## config.mk

```make
export PLATFORM = sky130hd
export DESIGN_NAME = i2c_txs_top
export DESIGN_NICKNAME = d
export VERILOG_FILES = /design/src/rtl/i2c_txs_pkg.sv /design/src/rtl/i2c_txs_sync.sv /design/src/rtl/i2c_txs_regs.sv /design/src/rtl/i2c_txs_engine.sv /design/src/rtl/i2c_txs_top.sv
export SDC_FILE = /design/constraint.sdc
export NUM_CORES = 1
export LEC_CHECK = 0
export ABC_AREA = 1
export BUFFER_PORTS_ARGS = -buffer_cell sky130_fd_sc_hd__buf_2
export CAP_MARGIN = 25
export CORE_MARGIN = 3
export CORE_UTILIZATION = 60
export DETAILED_ROUTE_END_ITERATION = 8
export PLACE_DENSITY = 0.83
export SETUP_SLACK_MARGIN = 0.05
export SLEW_MARGIN = 0
export SYNTH_ARGS = -nofsm -noshare
export SYNTH_HDL_FRONTEND = slang
export SYNTH_SLANG_ARGS = --single-unit
```

## constraint.sdc

```tcl
create_clock -name clk -period 4.5 [get_ports clk]
set_clock_uncertainty 0.2 [all_clocks]
set_input_delay 0.225 -clock clk [delete_from_list [all_inputs] [get_ports clk]]
set_output_delay 0.225 -clock clk [all_outputs]
set_load 0.005 [all_outputs]
```

## src/rtl/i2c_txs_pkg.sv

```systemverilog
// Shared constants and types for the I2C read-only slave.
// Assumes 8-bit bytes and 7-bit addresses as fixed by the bus protocol.
package i2c_txs_pkg;

    localparam int BYTE_W = 8;
    localparam int ADDR_W = 7;
    localparam int CNT_W  = $clog2(BYTE_W + 1);

    // status codes posted at byte boundaries
    localparam logic [BYTE_W-1:0] ST_IDLE      = 8'hF8;
    localparam logic [BYTE_W-1:0] ST_ADDR_RD   = 8'hA8;
    localparam logic [BYTE_W-1:0] ST_DATA_ACK  = 8'hB8;
    localparam logic [BYTE_W-1:0] ST_DATA_NACK = 8'hC0;
    localparam logic [BYTE_W-1:0] ST_LAST_ACK  = 8'hC8;
    localparam logic [BYTE_W-1:0] ST_STOP      = 8'hA0;
    localparam logic [BYTE_W-1:0] ST_GCALL     = 8'h70;

    // register selects and control bit positions
    localparam logic [1:0] SEL_ADDR = 2'd0;
    localparam logic [1:0] SEL_CTL  = 2'd1;
    localparam logic [1:0] SEL_DATA = 2'd2;
    localparam int CTL_AA_BIT   = 0;
    localparam int CTL_FLAG_BIT = 1;

    typedef enum logic [2:0] {
        EN_IDLE,
        EN_ADDR,
        EN_ADDR_ACK,
        EN_TX,
        EN_TX_ACK,
        EN_WAIT
    } eng_state_t;

endpackage

```

## src/rtl/i2c_txs_sync.sv

```systemverilog
// Line conditioner: resynchronises SCL and SDA through STAGES flops
// (STAGES >= 2) and derives SCL edges plus START/STOP events.
// Assumes clk is several times faster than SCL.
module i2c_txs_sync #(
    parameter int STAGES = 2
) (
    input  logic clk,
    input  logic rst_n,
    input  logic scl_i,
    input  logic sda_i,
    output logic scl_rise_o,
    output logic scl_fall_o,
    output logic start_o,
    output logic stop_o,
    output logic sda_o
);
    logic [STAGES-1:0] scl_pipe;
    logic [STAGES-1:0] sda_pipe;
    logic              scl_d;
    logic              sda_d;
    logic              scl_s;
    logic              sda_s;

    // resynchronise both lines, idle-high after reset
    always_ff @(posedge clk) begin
        if (!rst_n) begin
            scl_pipe <= '1;
            sda_pipe <= '1;
            scl_d    <= 1'b1;
            sda_d    <= 1'b1;
        end else begin
            scl_pipe <= {scl_pipe[STAGES-2:0], scl_i};
            sda_pipe <= {sda_pipe[STAGES-2:0], sda_i};
            scl_d    <= scl_s;
            sda_d    <= sda_s;
        end
    end

    assign scl_s = scl_pipe[STAGES-1];
    assign sda_s = sda_pipe[STAGES-1];

    // edge and bus condition decode
    assign scl_rise_o = scl_s & ~scl_d;
    assign scl_fall_o = ~scl_s & scl_d;
    assign start_o    = scl_s & scl_d & sda_d & ~sda_s;
    assign stop_o     = scl_s & scl_d & ~sda_d & sda_s;
    assign sda_o      = sda_s;

endmodule

```

## src/rtl/i2c_txs_regs.sv

```systemverilog
// Software-facing registers: own address with general-call enable,
// control (acknowledge-enable, interrupt flag), transmit data, status.
// A posted event from the engine wins over a flag clear in the same cycle.
module i2c_txs_regs
    import i2c_txs_pkg::*;
(
    input  logic              clk,
    input  logic              rst_n,
    input  logic              wr_i,
    input  logic [1:0]        sel_i,
    input  logic [BYTE_W-1:0] wdata_i,
    input  logic              post_i,
    input  logic [BYTE_W-1:0] post_code_i,
    output logic [ADDR_W-1:0] own_addr_o,
    output logic              gc_en_o,
    output logic              aa_o,
    output logic [BYTE_W-1:0] tx_data_o,
    output logic              flag_o,
    output logic [BYTE_W-1:0] status_o
);
    logic [ADDR_W-1:0] own_addr_q;
    logic              gc_en_q;
    logic              aa_q;
    logic [BYTE_W-1:0] tx_data_q;
    logic              flag_q;
    logic [BYTE_W-1:0] code_q;
    logic              clr_req;

    assign clr_req = wr_i && (sel_i == SEL_CTL) && !wdata_i[CTL_FLAG_BIT];

    // configuration and data register writes
    always_ff @(posedge clk) begin
        if (!rst_n) begin
            own_addr_q <= '0;
            gc_en_q    <= 1'b0;
            aa_q       <= 1'b0;
            tx_data_q  <= '0;
        end else if (wr_i) begin
            case (sel_i)
                SEL_ADDR: begin
                    own_addr_q <= wdata_i[BYTE_W-1:1];
                    gc_en_q    <= wdata_i[0];
                end
                SEL_CTL:  aa_q      <= wdata_i[CTL_AA_BIT];
                SEL_DATA: tx_data_q <= wdata_i;
                default:  ;
            endcase
        end
    end

    // interrupt flag and posted code
    always_ff @(posedge clk) begin
        if (!rst_n) begin
            flag_q <= 1'b0;
            code_q <= ST_IDLE;
        end else if (post_i) begin
            flag_q <= 1'b1;
            code_q <= post_code_i;
        end else if (clr_req) begin
            flag_q <= 1'b0;
        end
    end

    assign own_addr_o = own_addr_q;
    assign gc_en_o    = gc_en_q;
    assign aa_o       = aa_q;
    assign tx_data_o  = tx_data_q;
    assign flag_o     = flag_q;
    assign status_o   = flag_q ? code_q : ST_IDLE;

    // the flag stays set until posted again or cleared by software
    a_r10_flag_sticky: assert property (@(posedge clk) disable iff (!rst_n)
        flag_q && !clr_req |=> flag_q);

endmodule

```

## src/rtl/i2c_txs_engine.sv

```systemverilog
// Protocol engine of the read-only slave: collects the address byte,
// acknowledges a match, shifts data MSB first, samples the controller's
// acknowledge and posts a status code at each byte boundary, then holds
// SCL until the flag is cleared. Assumes conditioned edges from i2c_txs_sync.
module i2c_txs_engine
    import i2c_txs_pkg::*;
(
    input  logic              clk,
    input  logic              rst_n,
    input  logic              scl_rise_i,
    input  logic              scl_fall_i,
    input  logic              start_i,
    input  logic              stop_i,
    input  logic              sda_i,
    input  logic [ADDR_W-1:0] own_addr_i,
    input  logic              gc_en_i,
    input  logic              aa_i,
    input  logic [BYTE_W-1:0] tx_data_i,
    input  logic              flag_i,
    output logic              post_o,
    output logic [BYTE_W-1:0] post_code_o,
    output logic              sda_low_o,
    output logic              scl_hold_o
);
    localparam logic [CNT_W-1:0] CNT_FULL = CNT_W'(BYTE_W);
    localparam logic [CNT_W-1:0] CNT_LAST = CNT_W'(BYTE_W - 1);

    eng_state_t        state_q;
    logic [CNT_W-1:0]  cnt_q;
    logic [BYTE_W-1:0] shreg_q;
    logic              addressed_q;
    logic              is_gc_q;
    logic              last_q;
    logic              mack_q;
    logic              resume_q;
    logic              post_q;
    logic [BYTE_W-1:0] code_q;
    logic              own_hit;
    logic              gc_hit;

    // address decode of the collected byte
    assign own_hit = (shreg_q[BYTE_W-1:1] == own_addr_i) && shreg_q[0];
    assign gc_hit  = (shreg_q == '0) && gc_en_i;

    // bus protocol sequencing
    always_ff @(posedge clk) begin
        if (!rst_n) begin
            state_q     <= EN_IDLE;
            cnt_q       <= '0;
            shreg_q     <= '0;
            addressed_q <= 1'b0;
            is_gc_q     <= 1'b0;
            last_q      <= 1'b0;
            mack_q      <= 1'b0;
            resume_q    <= 1'b0;
            post_q      <= 1'b0;
            code_q      <= ST_IDLE;
        end else begin
            post_q <= 1'b0;
            if (start_i) begin
                if (addressed_q) begin
                    post_q <= 1'b1;
                    code_q <= ST_STOP;
                end
                addressed_q <= 1'b0;
                cnt_q       <= '0;
                state_q     <= EN_ADDR;
            end else if (stop_i) begin
                if (addressed_q) begin
                    post_q <= 1'b1;
                    code_q <= ST_STOP;
                end
                addressed_q <= 1'b0;
                state_q     <= EN_IDLE;
            end else begin
                case (state_q)
                    EN_ADDR: begin
                        if (scl_rise_i && (cnt_q < CNT_FULL)) begin
                            shreg_q <= {shreg_q[BYTE_W-2:0], sda_i};
                            cnt_q   <= cnt_q + 1'b1;
                        end else if (scl_fall_i && (cnt_q == CNT_FULL)) begin
                            if (aa_i && (own_hit || gc_hit)) begin
                                is_gc_q <= gc_hit;
                                state_q <= EN_ADDR_ACK;
                            end else begin
                                state_q <= EN_IDLE;
                            end
                        end
                    end
                    EN_ADDR_ACK: begin
                        if (scl_fall_i) begin
                            post_q      <= 1'b1;
                            code_q      <= is_gc_q ? ST_GCALL : ST_ADDR_RD;
                            resume_q    <= !is_gc_q;
                            addressed_q <= 1'b1;
                            state_q     <= EN_WAIT;
                        end
                    end
                    EN_WAIT: begin
                        if (!post_q && !flag_i) begin
                            if (resume_q) begin
                                shreg_q <= tx_data_i;
                                last_q  <= !aa_i;
                                cnt_q   <= '0;
                                state_q <= EN_TX;
                            end else begin
                                addressed_q <= 1'b0;
                                state_q     <= EN_IDLE;
                            end
                        end
                    end
                    EN_TX: begin
                        if (scl_fall_i) begin
                            shreg_q <= {shreg_q[BYTE_W-2:0], 1'b1};
                            if (cnt_q == CNT_LAST) begin
                                state_q <= EN_TX_ACK;
                            end else begin
                                cnt_q <= cnt_q + 1'b1;
                            end
                        end
                    end
                    EN_TX_ACK: begin
                        if (scl_rise_i) begin
                            mack_q <= !sda_i;
                        end else if (scl_fall_i) begin
                            post_q      <= 1'b1;
                            code_q      <= !mack_q ? ST_DATA_NACK :
                                           (last_q ? ST_LAST_ACK : ST_DATA_ACK);
                            resume_q    <= mack_q && !last_q;
                            addressed_q <= mack_q && !last_q;
                            state_q     <= EN_WAIT;
                        end
                    end
                    default: state_q <= EN_IDLE;
                endcase
            end
        end
    end

    assign post_o      = post_q;
    assign post_code_o = code_q;
    assign sda_low_o   = (state_q == EN_ADDR_ACK) ||
                         ((state_q == EN_TX) && !shreg_q[BYTE_W-1]);
    assign scl_hold_o  = (state_q == EN_WAIT);

    // an address is only acknowledged if acknowledge-enable was set
    a_r6_ack_needs_enable: assert property (@(posedge clk) disable iff (!rst_n)
        (state_q == EN_ADDR_ACK) && ($past(state_q) != EN_ADDR_ACK) |-> $past(aa_i));

    // a refused byte leaves the block not addressed
    a_r3_nack_detaches: assert property (@(posedge clk) disable iff (!rst_n)
        post_q && (code_q == ST_DATA_NACK) |-> !addressed_q);

    // outside the acknowledge slot a detached block never pulls SDA
    a_r5_detached_silent: assert property (@(posedge clk) disable iff (!rst_n)
        !addressed_q && (state_q != EN_ADDR_ACK) |-> !sda_low_o);

    // a START while addressed posts A0h on the next cycle
    a_r9_start_posts: assert property (@(posedge clk) disable iff (!rst_n)
        start_i && addressed_q |=> post_q && (code_q == ST_STOP) && !addressed_q);

endmodule

```

## src/rtl/i2c_txs_top.sv

```systemverilog
// Top of the I2C read-only slave with byte status codes. Ties the line
// conditioner, the protocol engine and the register block together.
// Assumes open-drain pads outside: a drive_low of 1 pulls the line low.
module i2c_txs_top
    import i2c_txs_pkg::*;
#(
    parameter int SYNC_STAGES = 2
) (
    input  logic              clk,
    input  logic              rst_n,
    input  logic              scl_i,
    input  logic              sda_i,
    output logic              scl_drive_low,
    output logic              sda_drive_low,
    input  logic              reg_wr,
    input  logic [1:0]        reg_sel,
    input  logic [BYTE_W-1:0] reg_wdata,
    output logic              irq_o,
    output logic [BYTE_W-1:0] status_o
);
    logic              scl_rise;
    logic              scl_fall;
    logic              start_det;
    logic              stop_det;
    logic              sda_s;
    logic [ADDR_W-1:0] own_addr;
    logic              gc_en;
    logic              aa;
    logic [BYTE_W-1:0] tx_data;
    logic              flag;
    logic              post;
    logic [BYTE_W-1:0] post_code;

    i2c_txs_sync #(.STAGES(SYNC_STAGES)) u_sync (
        .clk        (clk),
        .rst_n      (rst_n),
        .scl_i      (scl_i),
        .sda_i      (sda_i),
        .scl_rise_o (scl_rise),
        .scl_fall_o (scl_fall),
        .start_o    (start_det),
        .stop_o     (stop_det),
        .sda_o      (sda_s)
    );

    i2c_txs_engine u_engine (
        .clk         (clk),
        .rst_n       (rst_n),
        .scl_rise_i  (scl_rise),
        .scl_fall_i  (scl_fall),
        .start_i     (start_det),
        .stop_i      (stop_det),
        .sda_i       (sda_s),
        .own_addr_i  (own_addr),
        .gc_en_i     (gc_en),
        .aa_i        (aa),
        .tx_data_i   (tx_data),
        .flag_i      (flag),
        .post_o      (post),
        .post_code_o (post_code),
        .sda_low_o   (sda_drive_low),
        .scl_hold_o  (scl_drive_low)
    );

    i2c_txs_regs u_regs (
        .clk         (clk),
        .rst_n       (rst_n),
        .wr_i        (reg_wr),
        .sel_i       (reg_sel),
        .wdata_i     (reg_wdata),
        .post_i      (post),
        .post_code_i (post_code),
        .own_addr_o  (own_addr),
        .gc_en_o     (gc_en),
        .aa_o        (aa),
        .tx_data_o   (tx_data),
        .flag_o      (flag),
        .status_o    (status_o)
    );

    assign irq_o = flag;

    // a stretch is always accompanied by the flag one cycle later
    a_r10_hold_flags: assert property (@(posedge clk) disable iff (!rst_n)
        $rose(scl_drive_low) |=> irq_o);

    // clearing the flag lets SCL go on the following cycle
    a_r10_release_after_clear: assert property (@(posedge clk) disable iff (!rst_n)
        $fell(irq_o) |=> !scl_drive_low);

endmodule

```

==> results.cfg, run 1 <==
[synth]
synth_cell_types = 23
yosysWarnings = 0
syn_nets = 430
syn_inst = 413
synth_seq_cells = 61
ys_seq_area_frac = 0.4359
syn_avg_cell_area_sq_um = 6.783
netlist_area_sq_mm = 0.002801

[timing]
fmax_mhz = 456.1
rsz0062_at_grt = false
setup-violations-final = 0
slew_viol_final = 0
worst_pin_slew_ns = 0.7034
relSlewSlack = 0.5305
fin_crit_sh = 0.4872
finalSetupTns_ns = 0
hold_viol_final = 0
post-route-min-period_ns = 2.192
setup_ws_ns = 2.308

[layout]
diodes = 0
filler_cell_count = 371
fin_nets = 462
area_growth_pct = 16.03
drive_gt1_frac = 0.1289

[floorplan]
start_util = 0.6303
die_x_microns = 74.33
fp.dieArea_sq_mm = 0.005525
die-height_microns = 74.33
pin_count = 26
rows = 24
core-area_sq_mm = 0.004444

[global_route]
grt_usage = 0.2470
grt_pass1_wl_mm = 10.34
busiest_layer = met2
use_met1 = 0.3286
grt_util_met3 = 0.05946
grt_remaining_overflow = 0
antenna_found_initial = 0
grtUsageMet2 = 0.3907
grt_max_degree = 47
grt_pass1_vias = 2321

[clocking]
clockBufferDepth = 2
cts-root-buf = clkbuf_8
hold_buffers = 8
cts_resized = 0
cts_buffers = 9
clk_latency_ns = 0.34
cts_sinks = 61
cts_htree_levels = 3
tritoncts = yes
cts.clk_slew.worst_paths_ns = 0.07
cts_setup_buffers = 0

[job]
drv_cap = 0

[critical_path]
r2r_slack_ns = 2.31
crit_path_max_fanout = 22
end_kind = register
cp.arrival_ns = 2.26
worstSetupStartpointType = register
path_class = reg -> reg
crit_required_ns = 4.56

[detailed_routing]
drtIter0Drc = 214
drt-vias-per-instance = 5.331
num_vias = 2676
dr.pass1.iters = 5
wl_per_cell_microns = 12.63
wl_mm = 6.340
drc_errors = 0
ant_nets = 0

[place]
io_buffers = 25
dp_hpwl_mm = 4.460
gp_congestion = 0.9319
dpl_worst_slack_ns = 2.346

[pwr]
power_density_mw_per_mm2 = 385.3
power.leakage_nw = 1.492
vdd_drop_max_mv = 0.2490

[hold_path]
min_path_type = in -> reg

[outcome]
outcome = completed
[cells in the final DEF (no fill, tap or decap), types with 3 or more instances in the layout]
cell           synthesis  final
nand3_1               22     22
nor3_1                 7      7
inv_2                  3      3
o21ai_0               47     47
nor2_1                30     30
nand3_2                3      3
dlygate4sd3_1          0      8
buf_2                  2     25
nand2_1               95     95
or2_2                 10     10
clkbuf_8               0     11
inv_1                 65     65
nand4_1                4      4
a21oi_1               41     41
dfxtp_1               61     61
[sequential cells by signal, indices dropped and copies added (netlist names), 2 cells and up]
register,cells
u_regs.code_q,8
u_engine.state_q,3
u_sync.scl_pipe,2
u_engine.cnt_q,4
u_sync.sda_pipe,2
u_regs.tx_data_o,8
u_engine.shreg_q,8
u_engine.post_code_o,8
u_regs.own_addr_o,7
[layout make-up]
cell class	instances	area (sq um)	area share
inverter	68	255.2	0.07852
clock inverter	3	67.56	0.02079
tap	52	65.06	0.02002
sequential	61	1221	0.3757
timing repair buffer	33	205.2	0.06313
multi-input combinational	272	1277	0.3930
clock buffer	13	158.9	0.04888
[stage by stage]
step,instances,utilization,total power [mW],area (sq um),hold slack [ns]
after CTS,502,0.7314,1.256,3251,0.001603
after detailed placement,478,0.6624,0.7014,2944,0.1982
after global placement,478,0.6624,0.6981,2944,0.1951
after floorplan,413,-,0.6703,2801,0.1316
final,502,0.7314,1.253,3251,0.01802
after global routing,502,0.7314,1.298,3251,0.04015
[layer usage]
| metal | routed length (microns) | vias to the layer above |
|---|---|---|
| met5 | 0 | - |
| met3 | 366 | 8 |
| met2 | 2930 | 88 |
| met4 | 66 | 0 |
| li1 | - | 1380 |
| met1 | 2975 | 1200 |
[Yosys cell counts, drive strengths merged]
cell type | count | area share
nor3 | 7 | 0.013
dfxtp | 61 | 0.44
buf | 2 | 0.0036
nor2 | 32 | 0.045
xor2 | 2 | 0.0063
clkbuf | 10 | 0.013
o211ai | 2 | 0.0054
o221ai | 1 | 0.0031
a21o | 1 | 0.0027
o21ai | 47 | 0.084
inv | 68 | 0.091
nand4 | 4 | 0.0089
nand2 | 96 | 0.13
nand3 | 25 | 0.050
o22ai | 1 | 0.0022
a21oi | 41 | 0.073
or2 | 11 | 0.025
ha | 2 | 0.0089
[power breakdown]
| group | leakage (nW) | switching, mW | total, mW | internal [mW] |
|---|---|---|---|---|
| combinational | 0.886 | 0.0752 | 0.120 | 0.0444 |
| sequential | 0.496 | 0.0165 | 0.578 | 0.562 |
| clock | 0.110 | 0.212 | 0.555 | 0.343 |
[cells by family after synthesis]
logic type	count (synthesis)	synth area share
xor+xnor	2	0.006254
buf+inv	80	0.1081
simple gates	175	0.2702
compound gates	93	0.1706
flops	61	0.4359
fa+ha+maj	2	0.008931
[critical path, cell delays in order, from the launching register on]
cell and delay, ns:
dfxtp_1 0.44, inv_2 0.08, nor2_2 0.57, nand2_1 0.15
nand2_1 0.14, nor2_2 0.06, nand3_2 0.19, o21ai_0 0.11
a21oi_1 0.18
[final timing paths]
| kind | startpoint | to | cells past startpoint |
|---|---|---|---|
| worst max-delay path | u_engine.state_q[2] | u_engine.shreg_q[4] | 8 |
| worst min-delay path | reg_wdata[2] | u_regs.own_addr_o[1] | 3 |
| worst max register to register | u_engine.state_q[2] | u_engine.shreg_q[4] | 8 |
| worst min register to register | u_sync.sda_pipe[0] | u_sync.sda_pipe[1] | 1 |
Note: power is estimated with default switching activity, not from simulation.
==> inputs of run 2 (changes only) <==
--- a/config.mk
+++ b/config.mk
@@ -5,13 +5,13 @@
 export SDC_FILE = /design/constraint.sdc
 export NUM_CORES = 1
 export LEC_CHECK = 0
-export ABC_AREA = 1
+export ABC_AREA = 0
 export BUFFER_PORTS_ARGS = -buffer_cell sky130_fd_sc_hd__buf_2
 export CAP_MARGIN = 25
 export CORE_MARGIN = 3
-export CORE_UTILIZATION = 60
+export CORE_UTILIZATION = 58
 export DETAILED_ROUTE_END_ITERATION = 8
-export PLACE_DENSITY = 0.83
+export PLACE_DENSITY = 0.81
 export SETUP_SLACK_MARGIN = 0.05
 export SLEW_MARGIN = 0
 export SYNTH_ARGS = -nofsm -noshare
==> constraint.sdc (replaced) <==
create_clock -name clk -period 2.2 [get_ports clk]
set_clock_uncertainty 0.2 [all_clocks]
set_input_delay 0.11 -clock clk [delete_from_list [all_inputs] [get_ports clk]]
set_output_delay 0.11 -clock clk [all_outputs]
set_load 0.005 [all_outputs]
==> run 2 against run 1 <==
- utilization up 3.3 points
- flip-flop and latch count unchanged
- fmax up 3.3%
- sequential share of layout area down 2.0 points
- clock-buffer cell count down 1
- critical path depth down 1
- non-clock buffer count up 28
- sequential power up 97%
- area after synthesis down 0.49%
- cell area up 6.0%
- cell count down 14%
- global-route usage up 1.4 points
- critical path type unchanged
==> results.cfg, run 2 <==
[floorplan]
die_x_microns = 75.33
core-area_sq_mm = 0.004504
pin_count = 26
die-height_microns = 75.33
rows = 24
start_util = 0.6189
fp.dieArea_sq_mm = 0.005674

[critical_path]
worstSetupStartpointType = register
crit_path_max_fanout = 6
timing.rr.start = u_sync.scl_d
cpLargestDelayFamily = compound AO/OA/AOI/OAI gates
cp.arrival_ns = 2.18
r2r_end = u_engine.shreg_q[7]
reg2reg_depth = 7
end_kind = register
critPathSlowestCell = or4b_1
critical_path.max_stage_delay_ns = 0.52
path_class = reg -> reg
crit_required_ns = 2.25
cp_cell_sequence = or4b_1 > a21o_1 > a221oi_4 > buf_4 > buf_16 > nor2_2 > a311oi_2
r2r_slack_ns = 0.08
cp.buffers_inverters = 2

[pwr]
power_density_mw_per_mm2 = 677.2
power_frac_clock = 0.442
power.leakage_nw = 1.386
switching_share = 0.2246
p_seq_frac = 0.489
p_int_mw = 1.809
combPwrFrac = 0.069
vdd_drop_max_mv = 0.6076
p_sw_uw = 524.0

[timing]
finalSetupTns_ns = 0
fin_crit_sh = 0.9643
hold_slack_ns = 0.05207
fmax_mhz = 471.4
setup-violations-final = 0
hold_viol_final = 0
setup_ws_ns = 0.07854
relSlewSlack = 0.3250
post-route-min-period_ns = 2.121
slew_viol_final = 0
rsz0062_at_grt = true
worst_pin_slew_ns = 1.011

[detailed_routing]
dr.pass1.iters = 5
drtIter0Drc = 231
num_vias = 2446
drc_errors = 0
ant_nets = 0
drt-vias-per-instance = 5.649
wl_per_cell_microns = 15.37
wl_mm = 6.655

[layout]
diodes = 0
final_cell_mix = dfxtp_1, nor2_1, nand2_1, mux2i_1, buf_2
fin_nets = 393
fin_util = 0.7647
filler_cell_count = 319
drive_gt1_frac = 0.1864
area_growth_pct = 23.56
mostFrequentLayoutCell = dfxtp_1
multi_input_area_sq_mm = 0.001470
seq_area_sq_mm = 0.001225

[place]
dp_hpwl_mm = 4.253
dpl_worst_slack_ns = -0.01003
gp_congestion = 0.9652
io_buffers = 25

[synth]
ys_async_sr_fraction = 0
yosysWarnings = 0
syn_avg_cell_area_sq_um = 8.684
syn_nets = 338
synth.top_cell.area_share = 0.4381
synth_edf_count = 0
synth_common_cells = dfxtp_1, nor2_1, nand2_1
synth_seq_cells = 61
synth-main-ff-cell = dfxtp_1
netlist_area_sq_mm = 0.002788
netlist.top_cell.by_area = dfxtp_1
ys_seq_area_frac = 0.4381
yosys-top-cells-area = dfxtp_1, mux2i_1, nor2_1
syn_inst = 321
synth_most_common_cell = dfxtp_1
synth_cell_types = 45

[clocking]
cts_sinks = 61
cts_buffers = 9
clockBufferDepth = 2
tritoncts = yes
cts-root-buf = clkbuf_8
clk_latency_ns = 0.35
cts.clk_slew.worst_paths_ns = 0.07
cts_htree_levels = 3

[hold_path]
min_path_cells = 5
holdPathEnd = u_regs.aa_o
hold_start = reg_wr
min_path_type = in -> reg

[job]
drv_cap = 0

[global_route]
antenna_found_initial = 0
grt_usage = 0.2611
grt_pass1_wl_mm = 11.05
grt_pass1_vias = 2276
grt_remaining_overflow = 0
grt_max_degree = 32

[outcome]
outcome = completed
[run 2: power groups by stage]
stage	clock [mW]	combinational (mW)	sequential, mW
CTS	1.04	0.156	1.14
global route	1.08	0.177	1.14
detailed placement	0	0.135	1.16
floorplan	0	0.0904	1.16
finish	1.03	0.160	1.14
global placement	0	0.131	1.16
[run 2: cells by family after synthesis]
| logic type | after synthesis | share of synthesized area |
|---|---|---|
| AO/OA/AOI/OAI | 51 | 0.1315 |
| buffers and inverters | 24 | 0.03501 |
| multiplexers | 28 | 0.1005 |
| XOR/XNOR | 9 | 0.02828 |
| AND/OR/NAND/NOR | 146 | 0.2576 |
| flip-flops | 61 | 0.4381 |
| adder cells (fa/ha/maj) | 2 | 0.008975 |
[run 2: how the worst max path moves through the flow]
stage,from,endpoint,slack [ns],cells past startpoint
after floorplan,u_engine.state_q[1],u_engine.shreg_q[7],0.10,6
after global placement,u_engine.cnt_q[3],u_engine.shreg_q[4],0.12,6
after detailed placement,u_engine.cnt_q[3],u_engine.shreg_q[5],-0.01,6
after CTS,u_sync.scl_d,u_engine.shreg_q[5],0.06,7
after global routing,u_sync.scl_d,u_engine.shreg_q[7],0.02,7
final,u_sync.scl_d,u_engine.shreg_q[7],0.08,7
[run 2: layout make-up]
class | count | area share
inverters | 7 | 0.007628
clock inverters | 4 | 0.01308
repair buffers | 61 | 0.1300
flip-flops and latches | 61 | 0.3556
multi-input cells | 236 | 0.4268
clock buffers | 12 | 0.04795
well taps | 52 | 0.01889
[run 2: tightest hold or removal path, stage by stage]
cell and delay [ns]:
buf_2 0.12, nand2_1 0.10, nor2_1 0.06, mux2i_1 0.11, nor2_1 0.07
[run 2: per-stage QoR]
stage                     area [sq um]  std cells  power [mW]
after floorplan                   2788        321       1.250
after detailed placement          3054        399       1.298
after CTS                         3461        434       2.336
after global routing              3445        433       2.402
final                             3445        433       2.333
after global placement            3054        399       1.295
[run 2: what timing repair did]
action | in CTS | in global routing
pin swaps | 4 | 2
cloned | 1 | 0
resized for setup | 2 | 3
hold buffers | 13 | 0
endpoints found under the hold margin | 26 | 0
buffers inserted | 5 | 0
setup endpoints to repair | 1 | 10
[run 2: layer usage]
metal | global-route usage | wire length [microns] | vias up
met5 | 0 | 0 | -
met4 | 0.08738 | 102 | 0
met3 | 0.06332 | 311 | 11
met2 | 0.3941 | 3039 | 53
met1 | 0.3682 | 3203 | 1152
li1 | - | - | 1230
